===== src/rtl/dispatch_admit_pkg.sv =====
package dispatch_admit_pkg;

  // Stall reason codes; lower code has higher priority.
  typedef enum logic [2:0] {
    CZ_NONE  = 3'd0,
    CZ_ROB   = 3'd1,
    CZ_REG   = 3'd2,
    CZ_SCHED = 3'd3,
    CZ_LDQ   = 3'd4,
    CZ_STQ   = 3'd5,
    CZ_GROUP = 3'd6
  } stall_cause_e;

  localparam int NUM_CAUSES = 6;

  // Kind bit positions within a lane's 2-bit kind field.
  localparam int KIND_LD_BIT = 0;
  localparam int KIND_ST_BIT = 1;

  function automatic int max3(input int a, input int b, input int c);
    int m;
    m = (a > b) ? a : b;
    return (m > c) ? m : c;
  endfunction

endpackage


===== src/rtl/dispatch_lane_check.sv =====
module dispatch_lane_check
  import dispatch_admit_pkg::*;
#(
  parameter int CMP_W       = 8,
  parameter int DISP_W      = 4,
  parameter bit IS_HEAD     = 1'b0,
  parameter bit REG_BOUNDED = 1'b1
) (
  input  logic [CMP_W-1:0] base_uops,
  input  logic [CMP_W-1:0] base_dsts,
  input  logic [CMP_W-1:0] base_lds,
  input  logic [CMP_W-1:0] base_sts,
  input  logic [CMP_W-1:0] lane_uops,
  input  logic [CMP_W-1:0] lane_dsts,
  input  logic             lane_ld,
  input  logic             lane_st,
  input  logic [CMP_W-1:0] rob_room,
  input  logic [CMP_W-1:0] reg_room,
  input  logic [CMP_W-1:0] sched_room,
  input  logic [CMP_W-1:0] lq_room,
  input  logic [CMP_W-1:0] sq_room,
  output logic             lane_ok,
  output logic [2:0]       lane_cause
);

  logic [CMP_W-1:0] need_uops;
  logic [CMP_W-1:0] need_lds;
  logic [CMP_W-1:0] need_sts;
  logic rob_short, reg_short, sched_short, lq_short, sq_short, grp_short;
  stall_cause_e cause;

  assign need_uops = base_uops + lane_uops;
  assign need_lds  = base_lds + CMP_W'(lane_ld);
  assign need_sts  = base_sts + CMP_W'(lane_st);

  assign rob_short   = need_uops > rob_room;
  assign sched_short = need_uops > sched_room;
  assign lq_short    = lane_ld && (need_lds > lq_room);
  assign sq_short    = lane_st && (need_sts > sq_room);

  generate
    if (IS_HEAD) begin : g_head
      // The head of an empty group may exceed the width on its own.
      assign grp_short = 1'b0;
    end else begin : g_tail
      assign grp_short = need_uops > CMP_W'(DISP_W);
    end

    if (REG_BOUNDED) begin : g_reg_bounded
      assign reg_short = (base_dsts + lane_dsts) > reg_room;
    end else begin : g_reg_unbounded
      logic unused_reg_inputs;
      assign unused_reg_inputs = ^{base_dsts, lane_dsts, reg_room};
      assign reg_short = 1'b0;
    end
  endgenerate

  always_comb begin
    if (rob_short)        cause = CZ_ROB;
    else if (reg_short)   cause = CZ_REG;
    else if (sched_short) cause = CZ_SCHED;
    else if (lq_short)    cause = CZ_LDQ;
    else if (sq_short)    cause = CZ_STQ;
    else if (grp_short)   cause = CZ_GROUP;
    else                  cause = CZ_NONE;
  end

  assign lane_cause = cause;
  assign lane_ok    = (cause == CZ_NONE);

endmodule


===== src/rtl/dispatch_reg_pool.sv =====
module dispatch_reg_pool #(
  parameter int REG_FILE_SIZE = 8,
  parameter int DSUM_W        = 5,
  parameter int DST_W         = 2,
  localparam int RCW = (REG_FILE_SIZE == 0) ? 1 : $clog2(REG_FILE_SIZE + 1)
) (
  input  logic              clk,
  input  logic              rst_n,
  input  logic [DSUM_W-1:0] alloc,
  input  logic              rel_valid,
  input  logic [DST_W-1:0]  rel,
  output logic [RCW-1:0]    free_cnt
);

  generate
    if (REG_FILE_SIZE != 0) begin : g_bounded
      logic [RCW-1:0] free_q;
      logic [RCW-1:0] give_back;

      assign give_back = rel_valid ? RCW'(rel) : '0;

      always_ff @(posedge clk or negedge rst_n) begin
        if (!rst_n) free_q <= RCW'(REG_FILE_SIZE);
        else        free_q <= free_q - RCW'(alloc) + give_back;
      end

      assign free_cnt = free_q;
    end else begin : g_unbounded
      logic unused_pool_inputs;
      assign unused_pool_inputs = ^{clk, rst_n, alloc, rel_valid, rel};
      assign free_cnt = '0;
    end
  endgenerate

endmodule


===== src/rtl/dispatch_stats.sv =====
module dispatch_stats
  import dispatch_admit_pkg::*;
#(
  parameter int DISP_W = 4,
  parameter int SUM_W  = 6,
  parameter int CNT_W  = 16,
  localparam int BINS  = DISP_W + 1,
  localparam int BIN_W = $clog2(BINS)
) (
  input  logic                       clk,
  input  logic                       rst_n,
  input  logic [2:0]                 cause,
  input  logic [SUM_W-1:0]           disp_uops,
  output logic [NUM_CAUSES*CNT_W-1:0] stall_cnt,
  output logic [BINS*CNT_W-1:0]      hist_cnt
);

  logic [BIN_W-1:0] bin;

  assign bin = (disp_uops > SUM_W'(DISP_W)) ? BIN_W'(DISP_W) : BIN_W'(disp_uops);

  generate
    for (genvar g = 0; g < NUM_CAUSES; g++) begin : g_stall
      logic [CNT_W-1:0] cnt_q;
      always_ff @(posedge clk or negedge rst_n) begin
        if (!rst_n)                  cnt_q <= '0;
        else if (cause == 3'(g + 1)) cnt_q <= cnt_q + 1'b1;
      end
      assign stall_cnt[g*CNT_W +: CNT_W] = cnt_q;
    end

    for (genvar b = 0; b < BINS; b++) begin : g_hist
      logic [CNT_W-1:0] cnt_q;
      always_ff @(posedge clk or negedge rst_n) begin
        if (!rst_n)                  cnt_q <= '0;
        else if (bin == BIN_W'(b))   cnt_q <= cnt_q + 1'b1;
      end
      assign hist_cnt[b*CNT_W +: CNT_W] = cnt_q;
    end
  endgenerate

endmodule


===== src/rtl/dispatch_admit.sv =====
module dispatch_admit
  import dispatch_admit_pkg::*;
#(
  parameter int LANES         = 4,
  parameter int DISP_W        = 4,
  parameter int UOP_W         = 3,
  parameter int DST_W         = 2,
  parameter int FREE_W        = 4,
  parameter int REG_FILE_SIZE = 8,
  parameter int CNT_W         = 16,
  localparam int SUM_W  = UOP_W + $clog2(LANES) + 1,
  localparam int DSUM_W = DST_W + $clog2(LANES) + 1,
  localparam int RCW    = (REG_FILE_SIZE == 0) ? 1 : $clog2(REG_FILE_SIZE + 1)
) (
  input  logic                           clk,
  input  logic                           rst_n,
  input  logic [LANES-1:0]               in_valid,
  input  logic [LANES*UOP_W-1:0]         in_uops,
  input  logic [LANES*DST_W-1:0]         in_dsts,
  input  logic [LANES*2-1:0]             in_kind,
  output logic [LANES-1:0]               in_ready,
  input  logic [FREE_W-1:0]              rob_free,
  input  logic [FREE_W-1:0]              sched_free,
  input  logic [FREE_W-1:0]              lq_free,
  input  logic [FREE_W-1:0]              sq_free,
  input  logic                           ret_valid,
  input  logic [DST_W-1:0]               ret_dsts,
  output logic [SUM_W-1:0]               disp_uops,
  output logic [DSUM_W-1:0]              disp_dsts,
  output logic [2:0]                     stall_cause,
  output logic [RCW-1:0]                 reg_free_cnt,
  output logic [NUM_CAUSES*CNT_W-1:0]    stall_cnt,
  output logic [(DISP_W+1)*CNT_W-1:0]    hist_cnt
);

  localparam int CMP_W = max3(max3(SUM_W, DSUM_W, FREE_W), RCW, 1) + 1;

  // Per-lane fields widened to the comparison width.
  logic [CMP_W-1:0] lane_u [LANES];
  logic [CMP_W-1:0] lane_d [LANES];
  logic             lane_ld [LANES];
  logic             lane_st [LANES];

  // Running totals of all older lanes.
  logic [CMP_W-1:0] base_u [LANES];
  logic [CMP_W-1:0] base_d [LANES];
  logic [CMP_W-1:0] base_l [LANES];
  logic [CMP_W-1:0] base_s [LANES];

  logic [LANES-1:0] lane_ok;
  logic [2:0]       lane_cause [LANES];

  logic [RCW-1:0]   pool_free;
  logic [CMP_W-1:0] rob_room, reg_room, sched_room, lq_room, sq_room;

  logic [LANES-1:0] accept;
  logic [2:0]       cause_now;
  logic [CMP_W-1:0] took_u, took_d;

  assign rob_room   = CMP_W'(rob_free);
  assign sched_room = CMP_W'(sched_free);
  assign lq_room    = CMP_W'(lq_free);
  assign sq_room    = CMP_W'(sq_free);
  assign reg_room   = CMP_W'(pool_free);

  generate
    for (genvar i = 0; i < LANES; i++) begin : g_fields
      assign lane_u[i]  = CMP_W'(in_uops[i*UOP_W +: UOP_W]);
      assign lane_d[i]  = CMP_W'(in_dsts[i*DST_W +: DST_W]);
      assign lane_ld[i] = in_kind[i*2 + KIND_LD_BIT];
      assign lane_st[i] = in_kind[i*2 + KIND_ST_BIT];
    end
  endgenerate

  // Prefix totals: lane i sees what lanes 0..i-1 would consume.
  always_comb begin
    logic [CMP_W-1:0] acc_u, acc_d, acc_l, acc_s;
    acc_u = '0;
    acc_d = '0;
    acc_l = '0;
    acc_s = '0;
    for (int i = 0; i < LANES; i++) begin
      base_u[i] = acc_u;
      base_d[i] = acc_d;
      base_l[i] = acc_l;
      base_s[i] = acc_s;
      acc_u = acc_u + lane_u[i];
      acc_d = acc_d + lane_d[i];
      acc_l = acc_l + CMP_W'(lane_ld[i]);
      acc_s = acc_s + CMP_W'(lane_st[i]);
    end
  end

  generate
    for (genvar i = 0; i < LANES; i++) begin : g_lane
      dispatch_lane_check #(
        .CMP_W      (CMP_W),
        .DISP_W     (DISP_W),
        .IS_HEAD    (i == 0),
        .REG_BOUNDED(REG_FILE_SIZE != 0)
      ) u_check (
        .base_uops (base_u[i]),
        .base_dsts (base_d[i]),
        .base_lds  (base_l[i]),
        .base_sts  (base_s[i]),
        .lane_uops (lane_u[i]),
        .lane_dsts (lane_d[i]),
        .lane_ld   (lane_ld[i]),
        .lane_st   (lane_st[i]),
        .rob_room  (rob_room),
        .reg_room  (reg_room),
        .sched_room(sched_room),
        .lq_room   (lq_room),
        .sq_room   (sq_room),
        .lane_ok   (lane_ok[i]),
        .lane_cause(lane_cause[i])
      );
    end
  endgenerate

  // In-order admission: the first refused or empty lane closes the group.
  always_comb begin
    logic live;
    live      = 1'b1;
    accept    = '0;
    cause_now = CZ_NONE;
    took_u    = '0;
    took_d    = '0;
    for (int i = 0; i < LANES; i++) begin
      if (live && in_valid[i]) begin
        if (lane_ok[i]) begin
          accept[i] = 1'b1;
          took_u    = took_u + lane_u[i];
          took_d    = took_d + lane_d[i];
        end else begin
          cause_now = lane_cause[i];
          live      = 1'b0;
        end
      end else begin
        live = 1'b0;
      end
    end
  end

  assign in_ready    = accept;
  assign disp_uops   = SUM_W'(took_u);
  assign disp_dsts   = DSUM_W'(took_d);
  assign stall_cause = cause_now;

  dispatch_reg_pool #(
    .REG_FILE_SIZE(REG_FILE_SIZE),
    .DSUM_W       (DSUM_W),
    .DST_W        (DST_W)
  ) u_pool (
    .clk      (clk),
    .rst_n    (rst_n),
    .alloc    (disp_dsts),
    .rel_valid(ret_valid),
    .rel      (ret_dsts),
    .free_cnt (pool_free)
  );

  assign reg_free_cnt = pool_free;

  dispatch_stats #(
    .DISP_W(DISP_W),
    .SUM_W (SUM_W),
    .CNT_W (CNT_W)
  ) u_stats (
    .clk      (clk),
    .rst_n    (rst_n),
    .cause    (cause_now),
    .disp_uops(disp_uops),
    .stall_cnt(stall_cnt),
    .hist_cnt (hist_cnt)
  );

endmodule


===== config.mk =====
export PLATFORM = sky130hd
export DESIGN_NAME = dispatch_admit
export DESIGN_NICKNAME = d
export VERILOG_FILES = /design/src/rtl/dispatch_admit_pkg.sv /design/src/rtl/dispatch_lane_check.sv /design/src/rtl/dispatch_reg_pool.sv /design/src/rtl/dispatch_stats.sv /design/src/rtl/dispatch_admit.sv
export SDC_FILE = /design/constraint.sdc
export NUM_CORES = 1
export LEC_CHECK = 0
export ABC_AREA = 1
export ABC_CLOCK_PERIOD_IN_PS = 7000
export BUFFER_PORTS_ARGS = -buffer_cell sky130_fd_sc_hd__clkbuf_2
export CELL_PAD_IN_SITES_DETAIL_PLACEMENT = 1
export CELL_PAD_IN_SITES_GLOBAL_PLACEMENT = 2
export CORE_AREA = 2 2 267 164
export CTS_CLUSTER_DIAMETER = 50
export DETAILED_ROUTE_END_ITERATION = 8
export DIE_AREA = 0 0 269 166
export PLACE_DENSITY_LB_ADDON = 0.3
export SKIP_LAST_GASP = 1
export SLEW_MARGIN = 20
export SYNTH_ARGS = -nofsm -noshare
export SYNTH_HDL_FRONTEND = slang
export SYNTH_SLANG_ARGS = --single-unit

===== constraint.sdc =====
create_clock -name clk -period 7 [get_ports clk]
set_clock_uncertainty 0.05 [all_clocks]
set_input_delay 0.7 -clock clk [delete_from_list [all_inputs] [get_ports clk]]
set_output_delay 0.7 -clock clk [all_outputs]
set_load 0.01 [all_outputs]

==> results of run 1 <==
[cell usage after synthesis, drive strengths merged, types with 4 or more instances]
master	instances	area share, %
fa	18	2.6
nor4	29	1.3
nor3	51	1.9
dfrtp	179	32
xor2	105	6.7
inv	268	7.3
xnor2	62	3.9
a21oi	32	1.2
clkbuf	4	0.11
nor2	151	4.7
nand3	137	5.5
nand2	487	13
ha	115	10
buf	25	1.1
nand3b	4	0.22
o21ai	71	2.7
nand4	65	3.1
[layout make-up]
type	instances	area, µm²
clock buffers	18	429.2
well taps	579	724.4
repair buffers	268	1395
inverters	269	1010
multi-input cells	1346	8107
clock inverters	14	157.7
flip-flops and latches	180	4506
fillers	5372	26120
[power by group through the flow]
stage | Combinational [mW] | Clock, mW | Sequential (mW)
2_1_floorplan | 1.14 | 0 | 1.54
4_1_cts | 1.88 | 1.03 | 1.50
3_5_place_dp | 1.87 | 0 | 1.52
6_report | 1.86 | 1.00 | 1.50
5_1_grt | 2.12 | 1.07 | 1.54
3_3_place_gp | 1.81 | 0 | 1.51
[stage by stage]
step | hold WS, ns | util (%)
floorplan | 0.3544 | -
global placement | 0.4080 | 37.04
detailed placement | 0.4301 | 37.04
CTS | 0.3664 | 38.42
global route | 0.3921 | 38.47
finish | 0.3069 | 38.47
[timing repair]
item                       4_1_cts  5_1_grt
gates resized for setup          0        1
setup buffers                    0        2
setup endpoints to repair        0        1
hold buffers                     0        0
[how the worst max path moves through the flow]
stage                    start            endpoint  slack (ns)  cells past startpoint
global route        in_uops[0]  u_pool.free_cnt[3]        0.02                     33
finish              in_uops[0]  u_pool.free_cnt[3]        0.44                     33
global placement    in_uops[0]  u_pool.free_cnt[3]        0.28                     34
detailed placement  in_uops[0]  u_pool.free_cnt[3]        0.03                     33
CTS                 in_uops[0]        disp_uops[4]        0.31                     35
floorplan           in_uops[0]  u_pool.free_cnt[3]        0.88                     32
[sequential cells by signal, summed over array words and instances, names as in the netlist]
register / cells
u_stats.g_stall.cnt_q: 96
u_stats.g_hist.cnt_q: 80
u_pool.free_cnt: 4
[cells by family after synthesis]
family / count (synthesis) / synth area share, %
AND/OR/NAND/NOR: 930 / 30.41
buffers and inverters: 298 / 8.565
flip-flops: 180 / 32.67
XOR/XNOR: 168 / 10.77
adder cells (fa/ha/maj): 133 / 13.05
AO/OA/AOI/OAI: 115 / 4.528
[routing by layer]
layer | vias to the layer above | global-route usage [%] | share of wire [%]
met5 | - | 0 | 0
met4 | 0 | 4.130 | 1.1
met3 | 31 | 3.425 | 3.6
met2 | 161 | 31.96 | 43
met1 | 6204 | 31.44 | 52
li1 | 6391 | - | -
==> results.txt, run 1 <==
Gr usage total: 21.07%
Commonest non-fill, non-tap cell in the layout: nand2_1
Maximum fanout along the worst path: 9
Die area: 0.04465 mm²
PortBufs: 250
Final instance area: 0.01633 mm²
Setup WS post-layout: 0.4391 ns
Outcome: finished clean
Num rows: 59
Worst EP arrival: 6.88 ns
Final hold viol count: 0
H-Tree Depth: 4
Chip width: 269 µm
Seq cells post-synth: 180
Synth warnings: 0
Power, Total: 4.357 mW
Share of layout cells above drive strength 1: 16.85%
Gpl congestion: 0.8642
Power share of the sequential group: 34.4%
Global-route wire length before repair: 74,480 µm
R2r endpoint: u_pool.free_cnt[3]
Ant. Diodes: 0
Leak pwr: 8.548 nW
Clock share of power: 23.0%
Post-Synthesis Cells: 1,824
Worst VDD drop: 0.1268 mV
Slew at the pin with the worst max-slew slack: 0.9647 ns
Net Switching: 1.960 mW
Vias/cell: 4.782
Tcrit/Tclk final: 93.73%
CTS Buf Count: 17
Critical path data required time: 7.32 ns
Pwr Density: 266.8 mW/mm²
Setup crit start kind: primary input
Largest net degree at the start of global routing: 111
Synthesized area: 0.01379 mm²
Area Overhead vs Synth: 18.41%
Clock slew at reported path FFs: 0.08 ns
Setup crit end kind: flip-flop
Top FF cell, synth: dfrtp_1
Sequential share of the synthesized area: 32.67%
Gr ovfl total: 0
Skew-Pair Late Insertion Delay: 0.45 ns
Buf+Inv Stages, Crit Path: 4
Initial core utilization: 32.49%
Crit-path max cell delay: 0.61 ns
Initial DRC count: 572
Setup Crit Path Kind: primary input to flip-flop
Total Wirelength: 45,770 µm
Post-detail-place hpwl: 36,880 µm
Place WS: 0.03242 ns
Antenna Violating Nets Remaining: 0
Max-Cap Viols: 0
Comb pwr share: 42.6%
NumNets Final: 2,268
CTS tree: done
RSZ-0062 raised after global routing: no
Post-route insts no fill: 2,674
Post-route DRC: 0
RR Startpoint: u_pool.free_cnt[1]
FFs w/ async S/R, synth: 100.0%
Int Power: 2.397 mW
CTS root buffer: clkbuf_16
Placement Cell Area: 0.01572 mm²
Reg2reg path depth: 26
Via count: 12,790
Setup TNS Final: 0 ns
Mean Syn Cell Area: 7.560 µm²
Clock sink count: 180
Slowest cell on crit path: fa_1
Syn_nets: 2,010
Slew HR: 35.69%
1st-pass router iterations: 4
Final setup violation count: 0
Number of global-route vias before repair: 13,220
Max Slew Vio Count: 0
CORE AREA: 0.04245 mm²
Clock buffer depth: 2
Sw frac: 44.98%
R2R Setup Slk: 0.68 ns
Synth unique cells: 44
Crit path top cell by count: nand2_1
WL/cell: 17.12 µm
Die Ht: 166 µm
Antenna violations before repair: 0
Worst hold-check path type: primary input to async pin
Tmin final: 6.561 ns
Post-synth EDFFs: 0
Placed cell count: 2,640
# IOs: 251
Most frequent cells in the layout: nand2_1, inv_1, clkbuf_2
Cell family with most CP delay: adder cells
Fmax: 0.1524 GHz
No activity file was read; power rests on OpenSTA's default activity.
==> run 2: changes to the inputs <==
CELL_PAD_IN_SITES_GLOBAL_PLACEMENT = 1   (was 2)
CORE_AREA = 2 2 237 146   (was 2 2 267 164)
CTS_CLUSTER_SIZE = 8   (was not set)
DIE_AREA = 0 0 239 148   (was 0 0 269 166)
SETUP_SLACK_MARGIN = 0.02   (was not set)
==> run 2 against run 1 <==
Setup slack worse by 0.0043 ns. Combinational power increased by 2%. Sequential power about the same. Global-route usage is 4.9 points higher. Maximum frequency hardly changed. Final area shrank 0.77%. Sequential cell count unchanged. Register-to-register slack improved by 0.18 ns. Worst hold slack got worse by 0.098 ns. Critical endpoint is now disp_uops[5]. Largest cell class unchanged. Clock-buffer cell count is 1 lower.
==> results.txt, run 2 (same netlist as run 1, synthesis figures left out) <==
Place WS: 0.09729 ns (+0.06487 ns)
R2R Setup Slk: 0.86 ns (+0.18 ns)
Number of global-route vias before repair: 13,430 (+1.6%)
Slowest cell on crit path: fa_1
Outcome: finished clean
Crit-path max cell delay: 0.43 ns (-0.18 ns)
PortBufs: 250 (unchanged)
Tmin final: 6.565 ns (+0.004285 ns)
CTS Buf Count: 17 (unchanged)
Worst hold-check path type: primary input to async pin
1st-pass router iterations: 5 (+1)
Final hold viol count: 0 (unchanged)
Leak pwr: 8.571 nW (+0.28%)
H-Tree Depth: 4 (unchanged)
Share of layout cells above drive strength 1: 16.85% (unchanged)
Global-route wire length before repair: 73,120 µm (-1.8%)
Crit path top cell by count: nand2_1
Antenna violations before repair: 0 (unchanged)
Clock buffer depth: 2 (unchanged)
Number of flip-flops in the largest register: 96 (unchanged)
RSZ-0062 raised after global routing: yes
Setup TNS Final: 0 ns (unchanged)
Initial core utilization: 41.56% (+9.1 points)
Die Ht: 148 µm (-11%)
Max Slew Vio Count: 0 (unchanged)
Most frequent cells in the layout: nand2_1, inv_1, clkbuf_2
Antenna Violating Nets Remaining: 0 (unchanged)
Final setup violation count: 0 (unchanged)
Max-Cap Viols: 0 (unchanged)
Via count: 13,140 (+2.8%)
Setup Crit Path Kind: primary input to output pin
Maximum fanout along the worst path: 9 (unchanged)
Setup crit start kind: primary input
Die area: 0.03537 mm² (-21%)
Clock slew at reported path FFs: 0.08 ns (about the same)
NumNets Final: 2,268 (unchanged)
Setup crit end kind: output pin
Worst VDD drop: 0.1659 mV (+31%)
Setup WS post-layout: 0.4349 ns (-0.004285 ns)
Critical path data required time: 6.25 ns (-1.07 ns)
Ant. Diodes: 0 (unchanged)
CORE AREA: 0.03318 mm² (-22%)
Skew-Pair Late Insertion Delay: 0.45 ns (about the same)
Final instance area: 0.01620 mm² (-0.77%)
Most flops, register: u_stats.g_stall.cnt_q
Slew HR: 43.83% (+8.1 points)
Num rows: 52 (-12%)
Highest Signal Layer: met4
Post-route DRC: 0 (unchanged)
Gpl congestion: 0.9143 (+5.8%)
Slew at the pin with the worst max-slew slack: 0.8426 ns (-0.1221 ns)
Tcrit/Tclk final: 93.79% (about the same)
Total Wirelength: 45,130 µm (-1.4%)
Worst EP arrival: 5.82 ns (-1.06 ns)
Largest net degree at the start of global routing: 74 (-33%)
Placement Cell Area: 0.01555 mm² (-1.1%)
Reg2reg path depth: 26 (unchanged)
WL/cell: 17.86 µm (+4.3%)
Chip width: 239 µm (-11%)
# IOs: 251 (unchanged)
CTS root buffer: clkbuf_16
Commonest non-fill, non-tap cell in the layout: nand2_1
Initial DRC count: 716 (+25%)
Fmax: 0.1523 GHz (about the same)
Gr ovfl total: 0 (unchanged)
Area Overhead vs Synth: 17.49%
Vias/cell: 5.199 (+8.7%)
CTS tree: done
Wire length on met3: 1818 µm (+11%)
Pwr Density: 274.5 mW/mm² (+2.9%)
Post-detail-place hpwl: 36,210 µm (-1.8%)
Wl on met1: 22,300 µm (-7.0%)
Gr usage total: 26.01% (+4.9 points)
Met2 WL: 20,050 µm (+2.0%)
Clock sink count: 180 (unchanged)
Power, Total: 4.448 mW (+2.1%)
[run 2: path summary, 6_finish.rpt]
check	from	end
max reg2reg	u_pool.free_cnt[1]	u_pool.free_cnt[3]
min	rst_n	u_stats.g_hist[1].cnt_q[6]
max	in_uops[0]	disp_uops[5]
min reg2reg	u_stats.g_stall[2].cnt_q[15]	u_stats.g_stall[2].cnt_q[15]
min in group clk	u_stats.g_stall[2].cnt_q[15]	u_stats.g_stall[2].cnt_q[15]
max in group asynchronous	rst_n	u_stats.g_stall[4].cnt_q[9]
[run 2: cell type report]
type                    count  area [µm²]
repair buffers            268        1399
inverters                 269        1010
well taps                 432       540.5
clock buffers              17       425.4
flip-flops and latches    180        4506
fillers                  4277       16980
clock inverters            15       219.0
multi-input cells        1346        8103
[run 2: what timing repair did]
item | 4_1_cts | 5_1_grt
resized for setup | 0 | 2
hold buffers | 0 | 0
setup buffers | 0 | 1
setup endpoints to repair | 0 | 3
[run 2: power breakdown]
| group | internal, mW | switching, mW | leakage [nW] |
|---|---|---|---|
| sequential | 1.24 | 0.243 | 2.38 |
| combinational | 0.682 | 1.22 | 5.88 |
| clock | 0.582 | 0.482 | 0.311 |
| total | 2.51 | 1.94 | 8.57 |
[run 2: worst max-delay path, delay by kind of cell]
kind / cells / cell delay (ns)
AO/OA/AOI/OAI: 2 / 0.29
XOR/XNOR: 1 / 0.16
adder cells (fa/ha/maj): 6 / 1.98
buffers and inverters: 10 / 0.92
AND/OR/NAND/NOR: 16 / 1.74
[run 2: stage by stage]
stage	cells	hold slack, ns	util [%]
finish	2527	0.2086	48.83
global route	2527	0.2427	48.83
CTS	2526	0.2210	48.79
detailed placement	2494	0.4170	46.85
global placement	2494	0.4087	46.85
floorplan	1824	0.3544	-
[run 2: per-layer routing]
layer  GRT usage [%]  vias up
met5               0        -
met4           7.156        0
met3           3.959       51
met2           40.44      272
met1           37.58     6439
li1                -     6377
==> run 3: changes to the inputs <==
CORE_AREA = 2 2 140 245   (was 2 2 237 146)
DIE_AREA = 0 0 142 247   (was 0 0 239 148)
GPL_TIMING_DRIVEN = 0   (was not set)
==> run 3 against run 2 <==
Sequential share of layout area fell by 0.11 points. Clock power down 7%. Worst hold slack lost 0.091 ns. Non-clock buffer count grew 17. Critical path depth fell by 3. Core utilization about the same. Setup slack got worse by 0.040 ns. Largest cell class unchanged.
==> results.txt, run 3 (same netlist as run 1, synthesis figures left out) <==
1st-pass router iterations: 4 (-1)
Slowest cell on crit path: fa_1
Worst EP arrival: 5.85 ns (+0.03 ns)
Setup crit start kind: primary input
Power, Total: 4.362 mW (-1.9%)
Critical path data required time: 6.25 ns (about the same)
Gr usage total: 25.31% (-0.70 points)
Outcome: finished clean
Gr ovfl total: 0 (unchanged)
Placed cell count: 2,485 (-0.36%)
Slew HR: 63.44% (+20 points)
Clock sink count: 180 (unchanged)
H-Tree Depth: 4 (unchanged)
Post-route insts no fill: 2,521 (-0.24%)
Clock buffer depth: 2 (unchanged)
Die area: 0.03507 mm² (-0.84%)
Setup Crit Path Kind: primary input to output pin
CTS tree: done
Worst hold-check path type: primary input to async pin
Tmin final: 6.605 ns (+0.03984 ns)
Num rows: 89 (+71%)
RSZ-0062 raised after global routing: no
Initial core utilization: 41.42% (-0.14 points)
Chip width: 142 µm (-41%)
Post-detail-place hpwl: 36,130 µm (-0.20%)
CORE AREA: 0.03330 mm² (+0.34%)
Gpl congestion: 0.9124 (-0.21%)
Maximum fanout along the worst path: 10 (+1)
Crit-path max cell delay: 0.49 ns (+0.06 ns)
Initial DRC count: 405 (-43%)
Max-Cap Viols: 0 (unchanged)
NumNets Final: 2,285 (+0.75%)
Leak pwr: 8.608 nW (+0.43%)
Cell family with most CP delay: adder cells
Tcrit/Tclk final: 94.36% (+0.57 points)
Skew-Pair Late Insertion Delay: 0.45 ns (about the same)
Number of global-route vias before repair: 14,330 (+6.7%)
Final hold viol count: 0 (unchanged)
Setup WS post-layout: 0.3950 ns (-0.03984 ns)
Largest net degree at the start of global routing: 84 (+14%)
Setup crit end kind: output pin
Via count: 13,230 (+0.72%)
Fmax: 0.1514 GHz (-0.60%)
Vias/cell: 5.250 (+0.96%)
Setup TNS Final: 0 ns (unchanged)
Crit path top cell by count: nand2_1
Buf+Inv Stages, Crit Path: 7 (-3)
Antenna Violating Nets Remaining: 0 (unchanged)
Share of layout cells above drive strength 1: 17.47% (+0.62 points)
Most flops, register: u_stats.g_stall.cnt_q
Global-route wire length before repair: 70,650 µm (-3.4%)
CTS Buf Count: 17 (unchanged)
Die Ht: 247 µm (+67%)
Number of flip-flops in the largest register: 96 (unchanged)
Ant. Diodes: 0 (unchanged)
CTS root buffer: clkbuf_16
Post-route DRC: 0 (unchanged)
# IOs: 251 (unchanged)
Min Hold Slack: 0.1173 ns (-0.09133 ns)
Placement Cell Area: 0.01562 mm² (+0.45%)
Area Overhead vs Synth: 17.97%
Total Wirelength: 43,690 µm (-3.2%)
WL/cell: 17.33 µm (-3.0%)
Pwr Density: 268.1 mW/mm² (-2.3%)
Worst VDD drop: 0.1242 mV (-25%)
Place WS: -0.1992 ns (-0.2965 ns)
Slew at the pin with the worst max-slew slack: 0.5435 ns (-0.2991 ns)
Final instance area: 0.01627 mm² (+0.40%)
PortBufs: 250 (unchanged)
Antenna violations before repair: 0 (unchanged)
Clock slew at reported path FFs: 0.07 ns (about the same)
Final Core Density: 48.86% (about the same)
Most frequent cells in the layout: nand2_1, inv_1, clkbuf_2
Commonest non-fill, non-tap cell in the layout: nand2_1
Final setup violation count: 0 (unchanged)
Max Slew Vio Count: 0 (unchanged)
CTS Hold Buffers Added: 0 (unchanged)
## run 3: cell count changes in the layout (fill, tap and decap cells not counted), moves of 3 or more
| cell | before | now |
|---|---|---|
| clkinv_4 | 3 | 0 |
| inv_6 | 2 | 7 |
| inv_8 | 4 | 1 |
| buf_2 | 0 | 19 |
| buf_4 | 17 | 4 |
| clkbuf_1 | 0 | 5 |
| buf_6 | 1 | 5 |
## run 3: where the power goes
group	leakage (nW)	total [mW]	internal, mW	switching, mW
logic	5.95	1.87	0.692	1.18
clock network	0.281	0.987	0.536	0.451
registers	2.38	1.50	1.24	0.259
total	8.61	4.36	2.47	1.89
## run 3: what timing repair did
action | CTS | global route
endpoints found under the setup margin | 0 | 7
hold endpoints to repair | 0 | 0
resized for setup | 0 | 8
buffers inserted | 0 | 4
## run 3: cell type report
class / count / area (µm²)
buffer: 29 / 173.9
clock buffer: 18 / 429.2
clock inverter: 14 / 160.2
fill: 4290 / 17030
inverter: 269 / 1010
multi-input combinational: 1346 / 8132
sequential: 180 / 4506
tap: 409 / 511.7
timing repair buffer: 256 / 1345
## run 3: path summary, 6_finish.rpt
path / from / end / slack [ns] / cells past startpoint
worst min-delay path: rst_n / u_stats.g_hist[4].cnt_q[8] / 0.12 / 1
min in group clk: u_stats.g_stall[5].cnt_q[15] / u_stats.g_stall[5].cnt_q[15] / 0.42 / 1
max in group asynchronous: rst_n / u_pool.free_cnt[3] / 5.61 / 3
worst max-delay path: in_uops[0] / disp_uops[1] / 0.40 / 32
worst max register to register: u_pool.free_cnt[1] / u_stats.g_hist[3].cnt_q[15] / 0.81 / 35
worst min register to register: u_stats.g_stall[5].cnt_q[15] / u_stats.g_stall[5].cnt_q[15] / 0.42 / 1
## run 3: metal layers
metal  GRT usage (%)  wire length, µm
met4           12.41             2003
met3           3.021             1120
met1           24.01            15270
met5               0                0
met2           51.88            25290
